<file path="src/rtl/frame_trk_pkg.sv">
package frame_trk_pkg;
  localparam int FN_W   = 11;
  localparam int UF_W   = 3;
  localparam int ADDR_W = 7;
  localparam int BYTE_W = 8;

  typedef struct packed {
    logic            locked;
    logic [FN_W-1:0] fn;
    logic [UF_W-1:0] uf;
  } trk_state_t;
endpackage

</file>
<file path="src/rtl/sof_watchdog.sv">
module sof_watchdog #(
  parameter int FS_TMO = 61000,
  parameter int HS_TMO = 7700
) (
  input  logic clk,
  input  logic rst,
  input  logic arm,
  input  logic hs,
  input  logic reload,
  output logic expire
);
  localparam int MAXT  = (FS_TMO > HS_TMO) ? FS_TMO : HS_TMO;
  localparam int CNT_W = $clog2(MAXT + 1);

  logic [CNT_W-1:0] cnt;
  logic [CNT_W-1:0] lim;

  assign lim    = hs ? CNT_W'(HS_TMO - 1) : CNT_W'(FS_TMO - 1);
  assign expire = arm && (cnt >= lim);

  always_ff @(posedge clk) begin
    if (rst || reload || !arm) cnt <= '0;
    else                       cnt <= cnt + 1'b1;
  end


  reload_after_expire_chk: assert property (@(posedge clk) disable iff (rst)
    expire |=> (cnt == '0));
endmodule

</file>
<file path="src/rtl/ufrm_seq.sv">
module ufrm_seq
  import frame_trk_pkg::*;
(
  input  logic            clk,
  input  logic            rst,
  input  logic            sof_ok,
  input  logic            sof_bad,
  input  logic [FN_W-1:0] sof_fn,
  input  logic            hs,
  input  logic            expire,
  output logic            locked,
  output logic            sof_any,
  output logic [FN_W-1:0] fn_q,
  output logic [UF_W-1:0] uf_q
);
  trk_state_t st, st_nx;
  logic synth;

  assign synth   = st.locked && !sof_ok && (sof_bad || expire);
  assign sof_any = sof_ok || synth;

  always_comb begin
    st_nx = st;
    if (sof_ok) begin
      st_nx.locked = 1'b1;
      st_nx.fn     = sof_fn;
      if (hs && st.locked && (sof_fn == st.fn)) st_nx.uf = st.uf + 1'b1;
      else                                      st_nx.uf = '0;
    end else if (synth) begin
      if (hs) begin
        st_nx.uf = st.uf + 1'b1;
        if (&st.uf) st_nx.fn = st.fn + 1'b1;
      end else begin
        st_nx.fn = st.fn + 1'b1;
      end
    end
    if (!hs) st_nx.uf = '0;
  end

  always_ff @(posedge clk) begin
    if (rst) st <= '0;
    else     st <= st_nx;
  end

  assign locked = st.locked;
  assign fn_q   = st.fn;
  assign uf_q   = st.uf;


  clean_latch_chk: assert property (@(posedge clk) disable iff (rst)
    sof_ok |=> (fn_q == $past(sof_fn)));

  fs_wrap_chk: assert property (@(posedge clk) disable iff (rst)
    (locked && !sof_ok && sof_bad && !hs) |=> (fn_q == FN_W'($past(fn_q) + 1'b1)));

  hs_same_fn_chk: assert property (@(posedge clk) disable iff (rst)
    (sof_ok && hs && locked && (sof_fn == fn_q)) |=> (uf_q == UF_W'($past(uf_q) + 1'b1)));

  fs_uf_zero_chk: assert property (@(posedge clk) disable iff (rst)
    !hs |=> (uf_q == '0));

  unlocked_hold_chk: assert property (@(posedge clk) disable iff (rst)
    (!locked && !sof_ok) |=> ($stable(fn_q) && !locked));

  clean_wins_chk: assert property (@(posedge clk) disable iff (rst)
    (sof_ok && sof_bad) |=> (fn_q == $past(sof_fn)));
endmodule

</file>
<file path="src/rtl/usb_frame_tracker.sv">
module usb_frame_tracker
  import frame_trk_pkg::*;
#(
  parameter int FS_TMO = 61000,
  parameter int HS_TMO = 7700
) (
  input  logic              clk,
  input  logic              rst,
  input  logic              sof_ok,
  input  logic              sof_bad,
  input  logic [FN_W-1:0]   sof_fn,
  input  logic              hs_link,
  input  logic [ADDR_W-1:0] dev_addr,
  output logic [BYTE_W-1:0] frame_hi_o,
  output logic [BYTE_W-1:0] frame_lo_o,
  output logic [BYTE_W-1:0] ufrm_o,
  output logic [BYTE_W-1:0] fnaddr_o
);
  localparam int HI_W = FN_W - BYTE_W;

  logic            locked, sof_any, expire;
  logic [FN_W-1:0] fn_q;
  logic [UF_W-1:0] uf_q;
  logic [BYTE_W-1:0] addr_q;

  sof_watchdog #(.FS_TMO(FS_TMO), .HS_TMO(HS_TMO)) u_wd (
    .clk(clk), .rst(rst), .arm(locked), .hs(hs_link),
    .reload(sof_any), .expire(expire)
  );

  ufrm_seq u_seq (
    .clk(clk), .rst(rst), .sof_ok(sof_ok), .sof_bad(sof_bad),
    .sof_fn(sof_fn), .hs(hs_link), .expire(expire),
    .locked(locked), .sof_any(sof_any), .fn_q(fn_q), .uf_q(uf_q)
  );

  always_ff @(posedge clk) begin
    if (rst) addr_q <= '0;
    else     addr_q <= {hs_link, dev_addr};
  end

  assign frame_hi_o = {{(BYTE_W-HI_W){1'b0}}, fn_q[FN_W-1:BYTE_W]};
  assign frame_lo_o = fn_q[BYTE_W-1:0];
  assign ufrm_o     = {{(BYTE_W-UF_W){1'b0}}, uf_q};
  assign fnaddr_o   = addr_q;


  addr_track_chk: assert property (@(posedge clk) disable iff (rst)
    1'b1 |=> (fnaddr_o == {$past(hs_link), $past(dev_addr)}));

  hi_pad_chk: assert property (@(posedge clk) disable iff (rst)
    frame_hi_o[BYTE_W-1:HI_W] == '0);
endmodule

</file>
<file path="config.mk">
export PLATFORM = sky130hd
export DESIGN_NAME = usb_frame_tracker
export DESIGN_NICKNAME = d
export VERILOG_FILES = /design/src/rtl/frame_trk_pkg.sv /design/src/rtl/sof_watchdog.sv /design/src/rtl/ufrm_seq.sv /design/src/rtl/usb_frame_tracker.sv
export SDC_FILE = /design/constraint.sdc
export NUM_CORES = 1
export LEC_CHECK = 0
export BUFFER_PORTS_ARGS = -buffer_cell sky130_fd_sc_hd__clkbuf_2
export CAP_MARGIN = 20
export CORE_MARGIN = 2
export CORE_UTILIZATION = 53
export DETAILED_ROUTE_END_ITERATION = 10
export PLACE_DENSITY_LB_ADDON = 0.3
export REMOVE_ABC_BUFFERS = 1
export SYNTH_ARGS = -nofsm -noshare
export SYNTH_HDL_FRONTEND = slang
export SYNTH_HIERARCHICAL = 1
export SYNTH_SLANG_ARGS = --single-unit
</file>
<file path="constraint.sdc">
create_clock -name clk -period 2.8 [get_ports clk]
set_input_delay 0.28 -clock clk [delete_from_list [all_inputs] [get_ports clk]]
set_output_delay 0.28 -clock clk [all_outputs]
set_load 0.02 [all_outputs]
</file>
==> results.md, run 1 <==
* Global-route wire length before repair at 7190 um
* Syn_area_per_cell at 8.84 um2
* Post-CTS setup repair buffer count at 0
* Tcrit/Tclk final at 91.2%
* Min Clock Period, post-route at 2.55 ns
* VDD IR-drop max at 0.310 mV
* Clock Sinks at 39
* Layout Nets at 330
* PD cells at 478 nW/um2
* Relative slew slack at 61.6%
* Crit start category: flop
* Port bufs at 44
* Max-slew violations at 0
* Crit Path Class: flop to flop
* Max Cap Viol at 0
* 1st-pass router iterations at 4
* Unrepaired setup endpoints after global routing: false
* Rows at 23
* Cell chosen for the clock root: clkbuf_8
* Clock Latency Late Sink at 0.29 ns
* Dpl hpwl at 3340 um
* TritonCTS clock tree: yes
* CTS H-Tree Depth at 2
* Die width at 68.2 um
* Area of the mapped netlist at 2180 um2
* 1st-iter DRT viols at 80
* Asr flop ratio synth at 0%
* Layout cell share with drive strength beyond 1 at 23.9%
* Worst setup EP type: flop
* CTS buffer count at 5
* GRT Total Usage at 20.5%
* PnR worst setup slack at 0.246 ns
* FF+latch count, synth at 39
* Endpoints failing setup at 0
* Drt drc at 0
* Slew @ Worst Pin at 0.571 ns
* Final Routed Wirelength at 4480 um
* Final Skew at 0.00611 ns
* Most common cell after layout, fill and taps aside: clkbuf_2
* Num ports at 55
* Post-CTS Hold Buffers at 0
* Syn. warnings at 6
* Status: finished, final reports clean
* Die area at 4650 um2
* Reg clk slew, reported paths at 0.08 ns
* PostCTS Resize Cnt at 0
* WL/cell at 12.9 um
* Core ar. at 3970 um2
* CP arrival at 2.78 ns
* Worst EP required at 3.02 ns
* Final Hold Viols at 0
* GRT overflow at 0
* Max FO, Critical Path at 8
* Starting density of the core at 55.0%
* Die Span Y at 68.2 um
* Worst slack, placed at 0.204 ns
* Initial antenna violation count at 0
* GP Congestion at 0.810
* Synth cell types at 47
* Worst Hold Class: primary input to flop
* Via count at 1,842
* Syn-to-layout area delta at 16.6%
* Sequential share of the synthesized area at 35.7%
* Leakage at 1.09 nW
* Fmax at 0.392 GHz
* Post-Synthesis Cells at 247
* Vias in the first global route at 1,602
* Largest net degree at the start of global routing at 23
* Most frequent cells in the layout: clkbuf_2 (44), dfxtp_1 (39), nor2_1 (29)
* Max clock buf depth at 2
* Post-synth EDFFs at 0
* Synth Flop Type: dfxtp_1
* Drt via density at 5.31
* Diodes inserted at 0
* Fin Setup TNS at 0 ns
* Antenna Violating Nets Remaining at 0
[synthesized netlist by cell type, types with 2 or more instances]
| master | instances | area, um2 |
|---|---|---|
| buf_2 | 2 | 10.0 |
| buf_4 | 10 | 75.1 |
| a2111oi_0 | 2 | 17.5 |
| mux2i_1 | 2 | 20.0 |
| nand2b_1 | 2 | 12.5 |
| nor4_2 | 2 | 25.0 |
| buf_6 | 2 | 22.5 |
| nor2_1 | 29 | 109 |
| inv_1 | 14 | 52.6 |
| nor2b_1 | 9 | 56.3 |
| a211oi_1 | 6 | 45.0 |
| dfxtp_1 | 39 | 781 |
| a21oi_1 | 9 | 45.0 |
| o21ai_0 | 3 | 15.0 |
| nand3_2 | 2 | 20.0 |
| ha_1 | 11 | 138 |
| o31a_1 | 2 | 17.5 |
| a31oi_1 | 2 | 12.5 |
| or4_1 | 2 | 15.0 |
| nand4_1 | 3 | 18.8 |
| a311oi_1 | 4 | 35.0 |
| nand2_1 | 12 | 45.0 |
| or3_1 | 3 | 18.8 |
| clkbuf_1 | 5 | 18.8 |
| nor3_1 | 6 | 30.0 |
| nand3_1 | 9 | 45.0 |
| and4_1 | 4 | 35.0 |
| xor2_1 | 13 | 114 |
| xnor2_1 | 12 | 105 |
| o31ai_1 | 2 | 15.0 |
| nor4_1 | 7 | 43.8 |
| mux2_1 | 2 | 22.5 |
[state kept, by name, indices dropped and copies added (netlist names)]
register / count
u_wd/cnt: 16
u_seq/locked: 1
u_seq/uf_q: 3
fnaddr_o: 8
u_seq/fn_q: 11
[where the power goes]
group | switching [mW] | internal [mW] | leakage, nW | total (mW)
sequential | 0.0233 | 0.573 | 0.320 | 0.597
combinational | 0.0948 | 0.0592 | 0.715 | 0.154
clock | 0.201 | 0.265 | 0.0581 | 0.466
[cells by family after synthesis]
logic type | count (synthesis) | share of synthesized area (%)
XOR/XNOR | 25 | 10.0
AO/OA/AOI/OAI | 36 | 11.8
adder cells (fa/ha/maj) | 11 | 6.30
flip-flops | 39 | 35.7
other | 1 | 0.172
multiplexers | 4 | 1.95
buffers and inverters | 34 | 8.36
AND/OR/NAND/NOR | 97 | 25.7
[worst max-delay path, cell delays in order, from the launching register on]
cell and delay [ns]:
dfxtp_1 0.36, ha_1 0.22, or4_1 0.48, a211oi_1 0.23, o32ai_1 0.13, o21ai_1 0.19, nand2_1 0.07, or3_1 0.46
buf_4 0.22, nor2_1 0.13
[path summary, 6_finish.rpt]
check                           cells after the start           to          from  slack, ns
worst max register to register                      9  u_wd/cnt[2]  u_wd/cnt[13]       0.25
worst min-delay path                                2  fnaddr_o[3]   dev_addr[3]       0.19
worst max-delay path                                9  u_wd/cnt[2]  u_wd/cnt[13]       0.25
worst min register to register                      1  u_wd/cnt[0]   u_wd/cnt[0]       0.46
[cell type report]
class	instances	area, um2
fill	348	1420
multi-input combinational	183	1250
sequential	39	781
timing repair buffer	52	280
clock buffer	5	68.8
tap	50	62.6
inverter	15	56.3
clock inverter	3	43.8
[routing by layer]
| layer | GRT usage, % | share of wire, % |
|---|---|---|
| met5 | 0 | 0 |
| met4 | 6.00 | 1.2 |
| met3 | 4.93 | 4.2 |
| met2 | 32.4 | 46 |
| met1 | 27.6 | 48 |
[through the flow]
step	utilization [%]	hold slack [ns]	cells	area (um2)	power (mW)
2_1_floorplan	-	0.352	237	2090	0.698
3_3_place_gp	61.3	0.442	339	2430	0.760
3_5_place_dp	61.3	0.450	339	2430	0.763
4_1_cts	64.1	0.187	347	2550	1.23
5_1_grt	64.1	0.202	347	2550	1.27
6_report	64.1	0.190	347	2550	1.22
No activity file was read; power rests on OpenSTA's default activity.
==> run 2, diff against run 1 <==
Settings changed: ABC_AREA from default to 1, CELL_PAD_IN_SITES_DETAIL_PLACEMENT from default to 0, CELL_PAD_IN_SITES_GLOBAL_PLACEMENT from default to 1, CORE_UTILIZATION 53 to 38.
==> run 2 against run 1 <==
  * Register-to-register slack improved by 0.18 ns
  * Total power rose by 2.2%
  * Critical path depth rose by 5
  * Sequential share of layout area fell by 1.9 points
  * Sequential power fell by 1%
  * Setup slack improved by 0.18 ns
  * Synthesized cell count rose by 38%
==> results.md, run 2 <==
* Status: finished, final reports clean (unchanged)
* Layout Nets at 421 (was 330)
* Final Hold Viols at 0 (unchanged)
* Die Span Y at 82.6 um (was 68.2 um)
* Synth Flop Type: dfxtp_1 (unchanged)
* Initial antenna violation count at 0 (unchanged)
* Crit Path Class: flop to flop (unchanged)
* Max-slew violations at 0 (unchanged)
* Unrepaired setup endpoints after global routing: false (unchanged)
* Area leader, netlist: dfxtp_1 (unchanged)
* Tcrit/Tclk final at 85.0% (was 91.2%)
* CP arrival at 2.61 ns (was 2.78 ns)
* Dpl hpwl at 4060 um (was 3340 um)
* Commonest cells post-synth: nand2_1 (78), nor2_1 (50), inv_1 (48) (was dfxtp_1 (39), nor2_1 (29), inv_1 (14))
* Most common cell after layout, fill and taps aside: nand2_1 (was clkbuf_2)
* Die area at 6810 um2 (was 4650 um2)
* FF+latch count, synth at 39 (unchanged)
* Post-Synthesis Cells at 340 (was 247)
* Post-synth EDFFs at 0 (unchanged)
* Min Clock Period, post-route at 2.38 ns (was 2.55 ns)
* Largest net degree at the start of global routing at 20 (was 23)
* Antenna Violating Nets Remaining at 0 (unchanged)
* Die width at 82.6 um (was 68.2 um)
* CTS buffer count at 5 (unchanged)
* Max clock buf depth at 2 (unchanged)
* Endpoints failing setup at 0 (unchanged)
* Max Cap Viol at 0 (unchanged)
* Area contributors post-synth: dfxtp_1 (33%), nand2_1 (12%), nor2_1 (8.0%) (was dfxtp_1 (36%), ha_1 (6.3%), xor2_1 (5.2%))
* Crit Reg-Reg Startpoint: u_wd/cnt[14] (was u_wd/cnt[13])
* Sequential share of the synthesized area at 33.3% (was 35.7%)
* Drt drc at 0 (unchanged)
* Rows at 28 (was 23)
* Clock Sinks at 39 (unchanged)
* Max reg flops at 16 (unchanged)
* Via count at 2,158 (was 1,842)
* Synth cell types at 37 (was 47)
* TritonCTS clock tree: yes (unchanged)
* GP Congestion at 0.824 (was 0.810)
* Register area at 781 um2 (unchanged)
* Drt via density at 4.66 (was 5.31)
* Max FO, Critical Path at 10 (was 8)
* Diodes inserted at 0 (unchanged)
* Num ports at 55 (unchanged)
* Final cell count without fillers at 463 (was 347)
* Yosys top cell area share at 33.3% (was 35.7%)
* PostCTS Resize Cnt at 0 (unchanged)
* GRT Total Usage at 16.3% (was 20.5%)
* Placed Instances at 455 (was 339)
* Crit start category: flop (unchanged)
* VDD IR-drop max at 0.307 mV (was 0.310 mV)
* Post-CTS setup repair buffer count at 0 (unchanged)
* FILL cells at 609 (was 348)
* Multi-input gate area at 1300 um2 (was 1250 um2)
* Worst setup EP type: flop (unchanged)
* Top-count cell post-synth: nand2_1 (was dfxtp_1)
* PD cells at 458 nW/um2 (was 478 nW/um2)
* Leakage at 1.24 nW (was 1.09 nW)
* Syn-to-layout area delta at 15.7% (was 16.6%)
* CTS H-Tree Depth at 2 (unchanged)
* Setup crit start: u_wd/cnt[14] (was u_wd/cnt[13])
* Reg clk slew, reported paths at 0.09 ns (was 0.08 ns)
* Final Routed Wirelength at 5170 um (was 4480 um)
* Fin Setup TNS at 0 ns (unchanged)
* Core ar. at 5960 um2 (was 3970 um2)
* Layout cell share with drive strength beyond 1 at 21.6% (was 23.9%)
* Worst EP required at 3.03 ns (was 3.02 ns)
* Clock Latency Late Sink at 0.29 ns (about the same)
* 1st-iter DRT viols at 161 (was 80)
* Biggest register: u_wd/cnt (unchanged)
* WL/cell at 11.2 um (was 12.9 um)
* Final Skew at 0.00855 ns (was 0.00611 ns)
* Port bufs at 44 (unchanged)
* 1st-pass router iterations at 5 (was 4)
* Hold_sp: dev_addr[6] (was dev_addr[3])
* Syn_area_per_cell at 6.90 um2 (was 8.84 um2)
* Vias in the first global route at 1,887 (was 1,602)
* Most frequent cells in the layout: nand2_1 (78), nor2_1 (50), inv_1 (48) (was clkbuf_2 (44), dfxtp_1 (39), nor2_1 (29))
* Post-CTS Hold Buffers at 0 (unchanged)
* Starting density of the core at 39.4% (was 55.0%)
* Area of the mapped netlist at 2340 um2 (was 2180 um2)
* Syn. warnings at 6 (unchanged)
* Fmax at 0.420 GHz (was 0.392 GHz)
* R2R Setup Slk at 0.42 ns (was 0.25 ns)
* Cell chosen for the clock root: clkbuf_8 (unchanged)
* Global-route wire length before repair at 8540 um (was 7190 um)
* GRT overflow at 0 (unchanged)
* Worst Hold Class: primary input to flop (unchanged)
* Asr flop ratio synth at 0% (unchanged)
[run 2: changes by cell type in the layout (fill, tap and decap cells not counted), sizes merged, moves of 9 or more]
cell / change
nor2b: -9
o21ai: +11
nor2: +28
inv: +41
nor4: -10
xor2: -9
nand2: +71
xnor2: -11
[run 2: report_power, final]
part	switching, mW	internal, mW	leakage, nW	total, mW
clock network	0.212	0.268	0.0548	0.481
registers	0.0185	0.573	0.319	0.591
logic	0.114	0.0571	0.864	0.171
[run 2: layout make-up]
class                      instances  area share, %
inverter                          54           7.47
clock inverter                     3           1.71
tap                               75           3.46
multi-input combinational        243           47.9
sequential                        39           28.8
clock buffer                       5           2.54
timing repair buffer              44           8.12
[run 2: worst paths after layout]
| check | end | depth (start not counted) |
|---|---|---|
| setup / recovery | u_wd/cnt[3] | 14 |
| hold / removal | fnaddr_o[6] | 3 |
| setup reg to reg | u_wd/cnt[3] | 14 |
| hold reg to reg | u_wd/cnt[0] | 1 |
[run 2: per-layer routing]
metal  GRT usage, %  vias to the layer above  wire length (um)
li1               -                     1154                 -
met1           24.1                      949              2730
met2           23.8                       53              2160
met3           3.91                        2               245
met4           3.93                        0                25
met5              0                        -                 0
[run 2: metrics by stage]
step                      area, um2  setup slack (ns)  total power, mW  hold WS, ns  utilization (%)
after floorplan                2280             0.806            0.714        0.342                -
after global placement         2600             0.345            0.776        0.436             43.6
after detailed placement       2600             0.279            0.776        0.443             43.6
after CTS                      2710             0.406             1.27        0.152             45.5
after global routing           2710             0.177             1.31        0.153             45.5
final                          2710             0.421             1.24        0.169             45.5
[run 2: critical path: stages (launching register included)]
cell and delay [ns]:
dfxtp_1 0.43, ha_1 0.26, nand2_1 0.08, inv_1 0.04, nand2_1 0.07, nand3_1 0.07, a21oi_1 0.12, nor2_1 0.06
o21ai_2 0.25, nand2_2 0.09, nor2_1 0.11, nand2_1 0.23, inv_1 0.25, o21ai_0 0.11, a21oi_1 0.12
[run 2: cell families (layout without fill, tap and decap cells)]
family | after synthesis | count (layout) | share of synthesized area [%]
AOI/OAI and AO/OA | 45 | 45 | 12.3
adders and majority gates | 11 | 11 | 5.87
xor gates and xnor gates | 5 | 5 | 1.87
buffers and inverters | 67 | 106 | 12.7
DFF | 39 | 39 | 33.3
and+or+nand+nor | 170 | 170 | 32.9
muxes | 2 | 2 | 0.854
other | 1 | 10 | 0.160
